--- src/rtl/iqc_pkg.sv ---
// Shared types and arithmetic helpers for the IQ coefficient calculator.
package iqc_pkg;

    typedef enum logic [2:0] {
        ST_IDLE,
        ST_SETUP,
        ST_DIV_I,
        ST_DIV_Q,
        ST_DONE
    } seq_state_t;

    // Saturate a 32-bit two's-complement value to -63..+63 (8-bit result).
    function automatic logic signed [7:0] sat63(input logic [31:0] v);
        logic signed [31:0] s;
        s = v;
        if (s >= 32'sd63)       return 8'sd63;
        else if (s <= -32'sd63) return -8'sd63;
        else                    return s[7:0];
    endfunction

endpackage

--- src/rtl/iqc_accum.sv ---
// Per-chain measurement accumulator.
// Holds three wrap-around sums; clear has priority over add.
// Assumes the caller gates add while a computation is running.
module iqc_accum #(
    parameter int ACC_W = 32
) (
    input  logic             clk,
    input  logic             rst_n,
    input  logic             clear,
    input  logic             add,
    input  logic [ACC_W-1:0] in_i,
    input  logic [ACC_W-1:0] in_q,
    input  logic [ACC_W-1:0] in_c,
    output logic [ACC_W-1:0] sum_i,
    output logic [ACC_W-1:0] sum_q,
    output logic [ACC_W-1:0] sum_c
);

    // Clear, or add one sample into the three sums.
    always_ff @(posedge clk) begin
        if (!rst_n || clear) begin
            sum_i <= '0;
            sum_q <= '0;
            sum_c <= '0;
        end else if (add) begin
            sum_i <= sum_i + in_i;
            sum_q <= sum_q + in_q;
            sum_c <= sum_c + in_c;
        end
    end

endmodule

--- src/rtl/iqc_divider.sv ---
// Unsigned restoring divider, one quotient bit per cycle.
// Pulses done for one cycle W cycles after start; quotient is held after that.
// Assumes divisor is nonzero and start is only issued when idle.
module iqc_divider #(
    parameter int W = 32
) (
    input  logic         clk,
    input  logic         rst_n,
    input  logic         start,
    input  logic [W-1:0] dividend,
    input  logic [W-1:0] divisor,
    output logic         done,
    output logic [W-1:0] quotient
);

    localparam int CNT_W = $clog2(W + 1);

    logic [W-1:0]     rem_r;
    logic [W-1:0]     dvs_r;
    logic [CNT_W-1:0] cnt_r;
    logic             run_r;
    logic [W:0]       shifted;
    logic [W+1:0]     diff;

    assign shifted = {rem_r, quotient[W-1]};
    assign diff    = {1'b0, shifted} - {2'b00, dvs_r};

    // Iterate one trial subtraction per cycle while running.
    always_ff @(posedge clk) begin
        if (!rst_n) begin
            rem_r    <= '0;
            dvs_r    <= '0;
            cnt_r    <= '0;
            run_r    <= 1'b0;
            done     <= 1'b0;
            quotient <= '0;
        end else begin
            done <= 1'b0;
            if (start) begin
                rem_r    <= '0;
                dvs_r    <= divisor;
                quotient <= dividend;
                cnt_r    <= CNT_W'(W);
                run_r    <= 1'b1;
            end else if (run_r) begin
                if (!diff[W+1]) begin
                    rem_r    <= diff[W-1:0];
                    quotient <= {quotient[W-2:0], 1'b1};
                end else begin
                    rem_r    <= shifted[W-1:0];
                    quotient <= {quotient[W-2:0], 1'b0};
                end
                cnt_r <= cnt_r - 1'b1;
                if (cnt_r == CNT_W'(1)) begin
                    run_r <= 1'b0;
                    done  <= 1'b1;
                end
            end
        end
    end

endmodule

--- src/rtl/iqc_coef_calc.sv ---
// IQ mismatch coefficient calculator (top).
// Accumulates per-chain measurements, then on a process strobe walks the
// active chains, dividing with one shared divider, and writes saturated
// 7-bit coefficients. Raises a sticky correction enable when finished.
// Assumes chain_count <= NUM_CHAINS and single-cycle strobes.
module iqc_coef_calc
    import iqc_pkg::*;
#(
    parameter int NUM_CHAINS = 3,
    parameter int ACC_W      = 32,
    parameter int COEF_W     = 7,
    parameter int CNT_W      = $clog2(NUM_CHAINS + 1)
) (
    input  logic                       clk,
    input  logic                       rst_n,
    input  logic                       cal_start,
    input  logic                       collect,
    input  logic [NUM_CHAINS*ACC_W-1:0] meas_ipow,
    input  logic [NUM_CHAINS*ACC_W-1:0] meas_qpow,
    input  logic [NUM_CHAINS*ACC_W-1:0] meas_corr,
    input  logic                       process,
    input  logic [CNT_W-1:0]           chain_count,
    output logic                       busy,
    output logic [NUM_CHAINS*COEF_W-1:0] coef_i,
    output logic [NUM_CHAINS*COEF_W-1:0] coef_q,
    output logic                       corr_en
);

    localparam int IDX_W = (NUM_CHAINS > 1) ? $clog2(NUM_CHAINS) : 1;
    localparam logic [ACC_W-1:0] NEG_LIMIT = {1'b1, {(ACC_W-1){1'b0}}};

    seq_state_t       state_r;
    logic [IDX_W-1:0] idx_r;
    logic [IDX_W-1:0] last_r;
    logic             neg_r;
    logic [ACC_W-1:0] qden_r;
    logic [ACC_W-1:0] iquot_r;

    logic [ACC_W-1:0] sum_i [NUM_CHAINS];
    logic [ACC_W-1:0] sum_q [NUM_CHAINS];
    logic [ACC_W-1:0] sum_c [NUM_CHAINS];
    logic [COEF_W-1:0] ci_r [NUM_CHAINS];
    logic [COEF_W-1:0] cq_r [NUM_CHAINS];

    logic             add_en;
    logic [ACC_W-1:0] sel_i, sel_q, sel_c;
    logic [ACC_W-1:0] corr_mag, iden, qden;
    logic             corr_neg;
    logic             div_start, div_done;
    logic [ACC_W-1:0] div_a, div_b, div_q;
    logic signed [7:0] isat, qsat;

    assign busy   = (state_r != ST_IDLE);
    assign add_en = collect & ~busy;

    // One accumulator per chain, with flattened inputs sliced out.
    for (genvar k = 0; k < NUM_CHAINS; k++) begin : g_chain
        iqc_accum #(.ACC_W(ACC_W)) i_acc (
            .clk   (clk),
            .rst_n (rst_n),
            .clear (cal_start),
            .add   (add_en),
            .in_i  (meas_ipow[k*ACC_W +: ACC_W]),
            .in_q  (meas_qpow[k*ACC_W +: ACC_W]),
            .in_c  (meas_corr[k*ACC_W +: ACC_W]),
            .sum_i (sum_i[k]),
            .sum_q (sum_q[k]),
            .sum_c (sum_c[k])
        );
        assign coef_i[k*COEF_W +: COEF_W] = ci_r[k];
        assign coef_q[k*COEF_W +: COEF_W] = cq_r[k];
    end

    // Select the chain under computation and derive magnitude and denominators.
    always_comb begin
        sel_i    = sum_i[idx_r];
        sel_q    = sum_q[idx_r];
        sel_c    = sum_c[idx_r];
        corr_neg = (sel_c > NEG_LIMIT);
        corr_mag = corr_neg ? (~sel_c + 1'b1) : sel_c;
        iden     = ((sel_i >> 1) + (sel_q >> 1)) >> 8;
        qden     = sel_q >> 6;
    end

    // Drive the shared divider's operands from the sequencer state.
    always_comb begin
        div_start = 1'b0;
        div_a     = corr_mag;
        div_b     = iden;
        if (state_r == ST_SETUP && iden != '0 && qden != '0) begin
            div_start = 1'b1;
        end else if (state_r == ST_DIV_I && div_done) begin
            div_start = 1'b1;
            div_a     = sel_i;
            div_b     = qden_r;
        end
    end

    // Saturate the two coefficients, with the polarity-dependent sign flip.
    always_comb begin
        isat = sat63(iquot_r);
        if (!neg_r) isat = -isat;
        qsat = sat63(div_q - ACC_W'(64));
    end

    iqc_divider #(.W(ACC_W)) i_div (
        .clk      (clk),
        .rst_n    (rst_n),
        .start    (div_start),
        .dividend (div_a),
        .divisor  (div_b),
        .done     (div_done),
        .quotient (div_q)
    );

    // Sequencer: walk the active chains and write their coefficients.
    always_ff @(posedge clk) begin
        if (!rst_n) begin
            state_r <= ST_IDLE;
            idx_r   <= '0;
            last_r  <= '0;
            neg_r   <= 1'b0;
            qden_r  <= '0;
            iquot_r <= '0;
            corr_en <= 1'b0;
            for (int k = 0; k < NUM_CHAINS; k++) begin
                ci_r[k] <= '0;
                cq_r[k] <= '0;
            end
        end else begin
            case (state_r)
                ST_IDLE: if (process) begin
                    idx_r   <= '0;
                    last_r  <= IDX_W'(chain_count - 1'b1);
                    state_r <= (chain_count == '0) ? ST_DONE : ST_SETUP;
                end
                ST_SETUP: begin
                    neg_r  <= corr_neg;
                    qden_r <= qden;
                    if (iden != '0 && qden != '0) begin
                        state_r <= ST_DIV_I;
                    end else if (idx_r == last_r) begin
                        state_r <= ST_DONE;
                    end else begin
                        idx_r <= idx_r + 1'b1;
                    end
                end
                ST_DIV_I: if (div_done) begin
                    iquot_r <= div_q;
                    state_r <= ST_DIV_Q;
                end
                ST_DIV_Q: if (div_done) begin
                    ci_r[idx_r] <= isat[COEF_W-1:0];
                    cq_r[idx_r] <= qsat[COEF_W-1:0];
                    if (idx_r == last_r) begin
                        state_r <= ST_DONE;
                    end else begin
                        idx_r   <= idx_r + 1'b1;
                        state_r <= ST_SETUP;
                    end
                end
                ST_DONE: begin
                    corr_en <= 1'b1;
                    state_r <= ST_IDLE;
                end
                default: state_r <= ST_IDLE;
            endcase
        end
    end

endmodule

--- config.mk ---
export PLATFORM = sky130hd
export DESIGN_NAME = iqc_coef_calc
export DESIGN_NICKNAME = d
export VERILOG_FILES = /design/src/rtl/iqc_pkg.sv /design/src/rtl/iqc_accum.sv /design/src/rtl/iqc_divider.sv /design/src/rtl/iqc_coef_calc.sv
export SDC_FILE = /design/constraint.sdc
export NUM_CORES = 2
export LEC_CHECK = 0
export BUFFER_PORTS_ARGS = -buffer_cell sky130_fd_sc_hd__clkbuf_2
export CORE_AREA = 3 3 293 238
export CTS_CLUSTER_SIZE = 12
export DETAILED_ROUTE_END_ITERATION = 12
export DIE_AREA = 0 0 296 241
export GPL_TIMING_DRIVEN = 0
export PLACE_DENSITY = 0.74
export SYNTH_ARGS = -nofsm -noshare
export SYNTH_HDL_FRONTEND = slang
export SYNTH_SLANG_ARGS = --single-unit
--- constraint.sdc ---
create_clock -name clk -period 9.47 [get_ports clk]
set_input_delay 0.4735 -clock clk [delete_from_list [all_inputs] [get_ports clk]]
set_output_delay 0.4735 -clock clk [all_outputs]
set_load 0.01 [all_outputs]
Yosys cells after proc, flatten, opt, wreduce, memory -nomap -nowiden
Memory sizes are Yosys's and may differ from the RTL's.
Index checks and enable logic that the tools add are counted.
{"block": "word_totals", "n_memories": 2, "ff_bits": 459, "elab_cells": 141, "output_inout_bits": 44, "input_bits": 295, "mem_bits_rw": 42}
{"memory": "ci_r", "depth": 3, "width": 7, "read_ports": 3, "rd_clocked_by_memory_dff": 0, "write_ports": 3, "line": "iqc_coef_calc.sv:42", "text": "logic [COEF_W-1:0] ci_r [NUM_CHAINS];"}
{"memory": "cq_r", "depth": 3, "width": 7, "read_ports": 3, "rd_clocked_by_memory_dff": 0, "write_ports": 3, "line": "iqc_coef_calc.sv:43", "text": "logic [COEF_W-1:0] cq_r [NUM_CHAINS];"}
{"block": "classes", "n_mux": 55, "eq_ne": 11, "order_cmp": 6, "bitwise_logic": 6, "n_reduce_logical": 21, "addsub": 17}
{"operator": "two-way mux 32 bit", "count": 12}
{"operator": "adder 32 bit", "count": 9}
{"operator": "binary-select mux 32 bit (select 2 bit)", "count": 3}
{"operator": "greater-or-equal comparator 32 x 7 -> 1 bit, second input constant", "count": 2}
{"operator": "<= comparator 32 x 7 -> 1 bit, second input constant", "count": 2}
{"operator": "nonzero test 32 bit", "count": 2}
{"operator": "two-way mux 26 bit", "count": 2}
{"operator": "two-way mux 7 bit", "count": 7}
{"operator": "subtractor 33 x 32 -> 34 bit", "count": 1}
{"operator": "adder 31 x 31 -> 32 bit", "count": 1}
{"operator": "adder 32 x 1 -> 32 bit, second input constant", "count": 1}
{"operator": "greater-than comparator 32 bit, second input constant", "count": 1}
{"operator": "inverter 32 bit", "count": 1}
{"operator": "subtractor 32 x 7 -> 32 bit, second input constant", "count": 1}
{"operator": "two-way mux 3 bit", "count": 7}
{"operator": "two-way mux 1 bit", "count": 14}
{"operator": "OR reduction 7 bit", "count": 2}
{"operator": "two-way mux 2 bit", "count": 6}
{"operator": "two-way mux 6 bit", "count": 2}
{"operator": "case mux 3 bit (4 select lines)", "count": 1}
{"operator": "AND reduction 4 bit", "count": 2}
{"operator": "negator 7 bit", "count": 1}
{"operator": "equality test 3 x 2 -> 1 bit, second input constant", "count": 2}
{"operator": "equality test 6 x 1 -> 1 bit, second input constant", "count": 1}
{"operator": "24 further kinds", "count": 33}

Logic depth before layout (Yosys ltp)
{"block": "logic_depth", "depth_word": 10, "mapped_depth": 29, "ltp_nobuf": 16}

Hierarchy
Synthesis repeated with hierarchy kept, for this count alone.
{"block": "hier_totals", "hier_cells": 5040, "area_unflattened_um2": 40533.9}
{"module": "iqc_accum (g_chain[1].i_acc ...)", "n_inst": 2, "seq_area_each_um2": 1921.8, "cells_per_inst": 967, "area_each_um2": 8067.7}
{"module": "iqc_coef_calc", "n_inst": 1, "seq_area_each_um2": 2602.5, "cells_per_inst": 1355, "area_each_um2": 9923.3}
{"module": "iqc_accum (g_chain[0].i_acc)", "n_inst": 1, "seq_area_each_um2": 1921.8, "cells_per_inst": 970, "area_each_um2": 8047.7}
{"module": "iqc_divider", "n_inst": 1, "seq_area_each_um2": 2082.0, "cells_per_inst": 781, "area_each_um2": 6427.4}

Least setup slack after synthesis
Ideal clock, no wire load.
{"block": "synth_path", "path_kind": "reg-to-reg", "from": "reg idx_r[0]", "to": "reg i_div.quotient[10]", "slack_ps": 3235, "setup_time_ps": 119, "path_stages_with_launch": 28, "t_required_ps": 9351, "t_arrival_ps": 6116, "cell_sequence": "dfxtp_1 > buf_6 > buf_6 > buf_4 > buf_2 > buf_2 > buf_4 > buf_2 > buf_2 > buf_1 > clkbuf_1 > o22ai_1 > ha_1 > a21o_1 > a31o_1 > a211o_1 > o31a_1 > and3_1 > o31a_1 > a41oi_2 > xnor2_1 > o311a_1 > and4_4 > a21o_1 > buf_6 > buf_2 > nor2_1 > o221a_2"}
{"block": "synth_between", "elab_chain_cells": 10}
{"element": "start, declared", "line": "iqc_coef_calc.sv:33", "text": "logic [IDX_W-1:0] idx_r;"}
{"element": "start signal, assigned", "line": "iqc_coef_calc.sv:145", "text": "idx_r <= idx_r + 1'b1;"}
{"element": "start signal, assigned", "line": "iqc_coef_calc.sv:158", "text": "idx_r <= idx_r + 1'b1;"}
{"element": "inverter 2 -> 3 bit (not written as such) (*)", "line": "iqc_coef_calc.sv:76, iqc_coef_calc.sv:77, iqc_coef_calc.sv:78"}
{"element": "binary-select mux 32 bit (select 2 bit), on equally long branches", "line": "iqc_coef_calc.sv:76, iqc_coef_calc.sv:77, iqc_coef_calc.sv:78"}
{"element": "two-way mux 32 bit, on equally long branches (2 in a row)", "line": "iqc_coef_calc.sv:76, iqc_coef_calc.sv:77, iqc_coef_calc.sv:78"}
{"element": "adder 31 x 31 -> 32 bit or inverter 32 bit (tied branches)", "line": "iqc_coef_calc.sv:81, iqc_coef_calc.sv:80"}
{"element": "nonzero test 32 bit or adder 32 x 1 -> 32 bit (tied branches)", "line": "iqc_coef_calc.sv:90, iqc_coef_calc.sv:80"}
{"element": "logical AND 1 bit or two-way mux 32 bit (tied branches)", "line": "iqc_coef_calc.sv:90, iqc_coef_calc.sv:80"}
{"element": "logical AND 1 bit or two-way mux 32 bit (tied branches)", "line": "iqc_coef_calc.sv:90, iqc_coef_calc.sv:92"}
{"element": "two-way mux 32 bit or two-way mux 1 bit (tied branches)", "line": "iqc_coef_calc.sv:90", "text": "if (state_r == ST_SETUP && iden != '0 && qden != '0) begin"}
{"element": "two-way mux 32 bit or nonzero test 2 bit (tied branches)"}
{"element": "end signal, assigned", "line": "iqc_divider.sv:42", "text": "quotient <= dividend;"}
{"element": "end signal, assigned", "line": "iqc_divider.sv:48", "text": "quotient <= {quotient[W-2:0], 1'b1};"}
{"element": "end signal, assigned", "line": "iqc_divider.sv:51", "text": "quotient <= {quotient[W-2:0], 1'b0};"}
{"element": "end, declared", "line": "iqc_divider.sv:13", "text": "output logic [W-1:0] quotient"}
Mark *: on every way between the ends. The rest lies on a longest branch, timed or not. The select of a mux whose other input is x is not followed.
A chain may end at the register's enable or synchronous reset.

Final worst setup path
{"block": "layout_path", "from": "reg idx_r[1]", "to": "reg i_div.quotient[31]"}
The elaborated chain is that of the path after synthesis.

==> results_dict.tcl <==
set metrics [dict create \
    avgViaCountPerCell 6.36 \
    vdd_drop_max_mv 0.210 \
    critPathArrivalTime_ps 9790 \
    path_buf_inv 11 \
    cts_tree "done" \
    dieArea_sq_um 71300 \
    syn2layout_area_growth_pct 12.5 \
    synth_cells 4768 \
    worstSkewPairLatency_ps 660 \
    cts.sinks 495 \
    grt_use_total 0.391 \
    power-per-cell-area_nw_per_um2 263 \
    hold_viol 0 \
    required_ps 10050 \
    synth_seq_cells 495 \
    critPathSlowestCell "buf_1" \
    cts_root_buf "clkbuf_16" \
    cpMostUsedCell "buf_2" \
    synth.top_cell.area_share 0.247 \
    relSlewSlack -0.00412 \
    worst_pin_slew_ps 1510 \
    path_clk_slew_ps 60 \
    period_share 0.972 \
    cts_setup_buffers 0 \
    min_to "last_r[0]$_SDFFE_PN0P_" \
    r2r-start "idx_r[1]$_SDFFE_PN0P_" \
    p_leak_nw 17.4 \
    fill_cells 6170 \
    outcome "complete, but fails checks" \
    slew_violations 10 \
    drtPass1Iterations 6 \
    grt_pass1_vias 34200 \
    syn_area_sq_um 36700 \
    synthFlopType "dfxtp_1" \
    wl_per_cell_microns 23.9 \
    final_core_util 0.618 \
    routabilityCongestion 1.04 \
    r2r_slack_ps 270 \
    grt_max_degree 17 \
    ys.warnings.count 0 \
    critPathKind "reg2reg" \
    wl_microns 145000 \
    timing.rr.end "i_div.quotient[31]$_SDFFE_PN0P_" \
    postCtsHoldBufs 0 \
    dp_hpwl_microns 115000 \
    overflow 0 \
    cp_top_family "buffers and inverters" \
    drive_gt1_frac 0.0990 \
    setup_viol 0 \
    clockBufferDepth 3 \
    holdCritPathClass "in2reg" \
    fin_nets 5809 \
    core_area_sq_um 66900 \
    crit_fanout 10 \
    rows 85 \
    fmax_mhz 109 \
    first_iter_violations 4225 \
    start_kind "flop" \
    grt_pass1_wl_microns 212000 \
    htreeDepth 2 \
    portBuffers 337 \
    synth_area_leaders "dfxtp_1, ha_1, nand2_1" \
    die_y_microns 241 \
    ys_types 81 \
    rsz0062_at_grt "false" \
    r2r_cells 27 \
    max_cap_violations 1 \
    grt_antenna_before_repair 7 \
    ios 339 \
    violations "capacitance limit, slew limit" \
    synth-seq-area-share 0.281 \
    num_vias 38600 \
    worstHoldStart "chain_count[0]" \
    tns_ps 0 \
    die_x_microns 296 \
    ant_nets 0 \
    syn-num-nets 5416 \
    skew_ps 39.4 \
    synth-async-reset-ratio 0 \
    syn_avg_cell_area_sq_um 7.71 \
    synth-edff-count 42 \
    hold_depth 2 \
    numCtsBuffers 54 \
    critPathMaxStageDelay_ps 620 \
    drc 0 \
    worstSetupEndpointType "flop" \
    start_util 0.549 \
    period_needed_ps 9200 \
    synth_top_area_cell "dfxtp_1" \
]
-- routing by layer --
metal	GRT usage	up-vias	wire length [microns]
met2	0.562	2156	57800
met5	0	-	24
met4	0.148	4	6290
met1	0.572	18200	63700
li1	-	18000	-
met3	0.0837	339	17600
-- worst reg2reg max path, cell delays in order, from the launching register on --
cell      delay [ps]
dfxtp_1          330
buf_2            310
buf_2            280
buf_2            240
buf_2            260
buf_2            310
buf_2            350
buf_1            560
buf_1            630
clkbuf_1         560
clkbuf_1         540
nand2_1          110
o22ai_1          500
ha_1             380
a21oi_1          140
nor2_1            60
a211o_1          300
a2111o_1         370
and3_1           210
o31a_1           350
a41oi_2          240
o21bai_1         100
xor2_1           360
nor2_1           190
a21oi_4          370
clkbuf_1         550
a22oi_1          320
a21oi_1          210
-- cells in the final DEF, fill, tap and decap left out, types with 130 or more instances in the layout --
cell type,n
ha_1,343
mux2i_1,130
clkbuf_2,338
clkbuf_1,181
a21oi_1,522
xnor2_1,183
nor2_1,409
inv_1,137
o21ai_0,208
dfxtp_1,453
nor3_1,138
nand2_1,744
-- state kept, by name, summed over array words and instances (netlist names), 3 cells and up --
name,flops
ci_r,21
cq_r,21
g_chain.i_acc.sum_c,96
g_chain.i_acc.sum_i,96
g_chain.i_acc.sum_q,96
i_div.cnt_r,6
i_div.dvs_r,26
i_div.quotient,32
i_div.rem_r,32
iquot_r,32
qden_r,26
state_r,3
-- power breakdown --
part | leakage (nW) | internal, mW | switching [mW]
sequential | 4.11 | 2.45 | 0.348
clock | 0.881 | 1.27 | 0.951
combinational | 12.4 | 1.98 | 3.89
total | 17.4 | 5.70 | 5.19
-- repair_timing --
item / 4_1_cts / 5_1_grt
resized for setup: 0 / 1
endpoints found under the hold margin: 0 / 0
endpoints found under the setup margin: 0 / 1
-- Yosys cell counts, types with 90 or more instances --
master and n:
nand2_1 744, a21oi_1 522, dfxtp_1 453, nor2_1 409, ha_1 343, o21ai_0 208, xnor2_1 183, clkbuf_1 161
nor3_1 138, inv_1 137, mux2i_1 130, a21o_1 118, nand3_1 106, xor2_1 98, o22ai_1 90
-- cells by family after synthesis --
kind of cell	share of synthesized area
AOI/OAI and AO/OA	0.239
xor gates and xnor gates	0.0670
adders and majority gates	0.122
buffers and inverters	0.0400
DFF	0.281
muxes	0.0354
and+or+nand+nor	0.215
-- final cells by class --
cell class                      instances  area, sq um  share of cell area
Antenna cell                            4         10.0            0.000242
Buffer                                223          952              0.0230
Clock buffer                           83         1550              0.0375
Clock inverter                         14          260             0.00629
Inverter                              138          518              0.0125
Multi-Input combinational cell       3912        24900               0.603
Sequential cell                       495        10300               0.250
Tap cell                              870         1090              0.0263
Timing Repair Buffer                  337         1690              0.0408
-- stage by stage --
stage / power, mW / std cells / worst slack, ps / cell area, sq um / hold WS (ps)
after CTS: 10.7 / 6072 / 532 / 41300 / 19.5
after floorplan: 6.57 / 4768 / 3240 / 36700 / 430
after global routing: 11.4 / 6074 / 52.1 / 41300 / 36.2
after global placement: 8.39 / 5975 / 511 / 39500 / 443
after detailed placement: 8.44 / 5975 / 559 / 39500 / 444
final: 10.9 / 6076 / 265 / 41300 / 50.0
-- how the worst max path moves through the flow --
stage,from,to,slack (ps),cells past startpoint
6_report,idx_r[1]$_SDFFE_PN0P_,i_div.quotient[31]$_SDFFE_PN0P_,270,27
5_1_grt,idx_r[1]$_SDFFE_PN0P_,i_div.dvs_r[23]$_SDFFE_PN0P_,50,28
4_1_cts,idx_r[0]$_SDFFE_PN0P_,i_div.dvs_r[23]$_SDFFE_PN0P_,530,28
3_5_place_dp,idx_r[0]$_SDFFE_PN0P_,i_div.dvs_r[23]$_SDFFE_PN0P_,560,28
3_3_place_gp,idx_r[0]$_SDFFE_PN0P_,i_div.dvs_r[23]$_SDFFE_PN0P_,510,28
2_1_floorplan,idx_r[0]$_SDFFE_PN0P_,i_div.quotient[10]$_SDFFE_PN0P_,3240,27
Note: power is estimated with default switching activity, not from simulation.
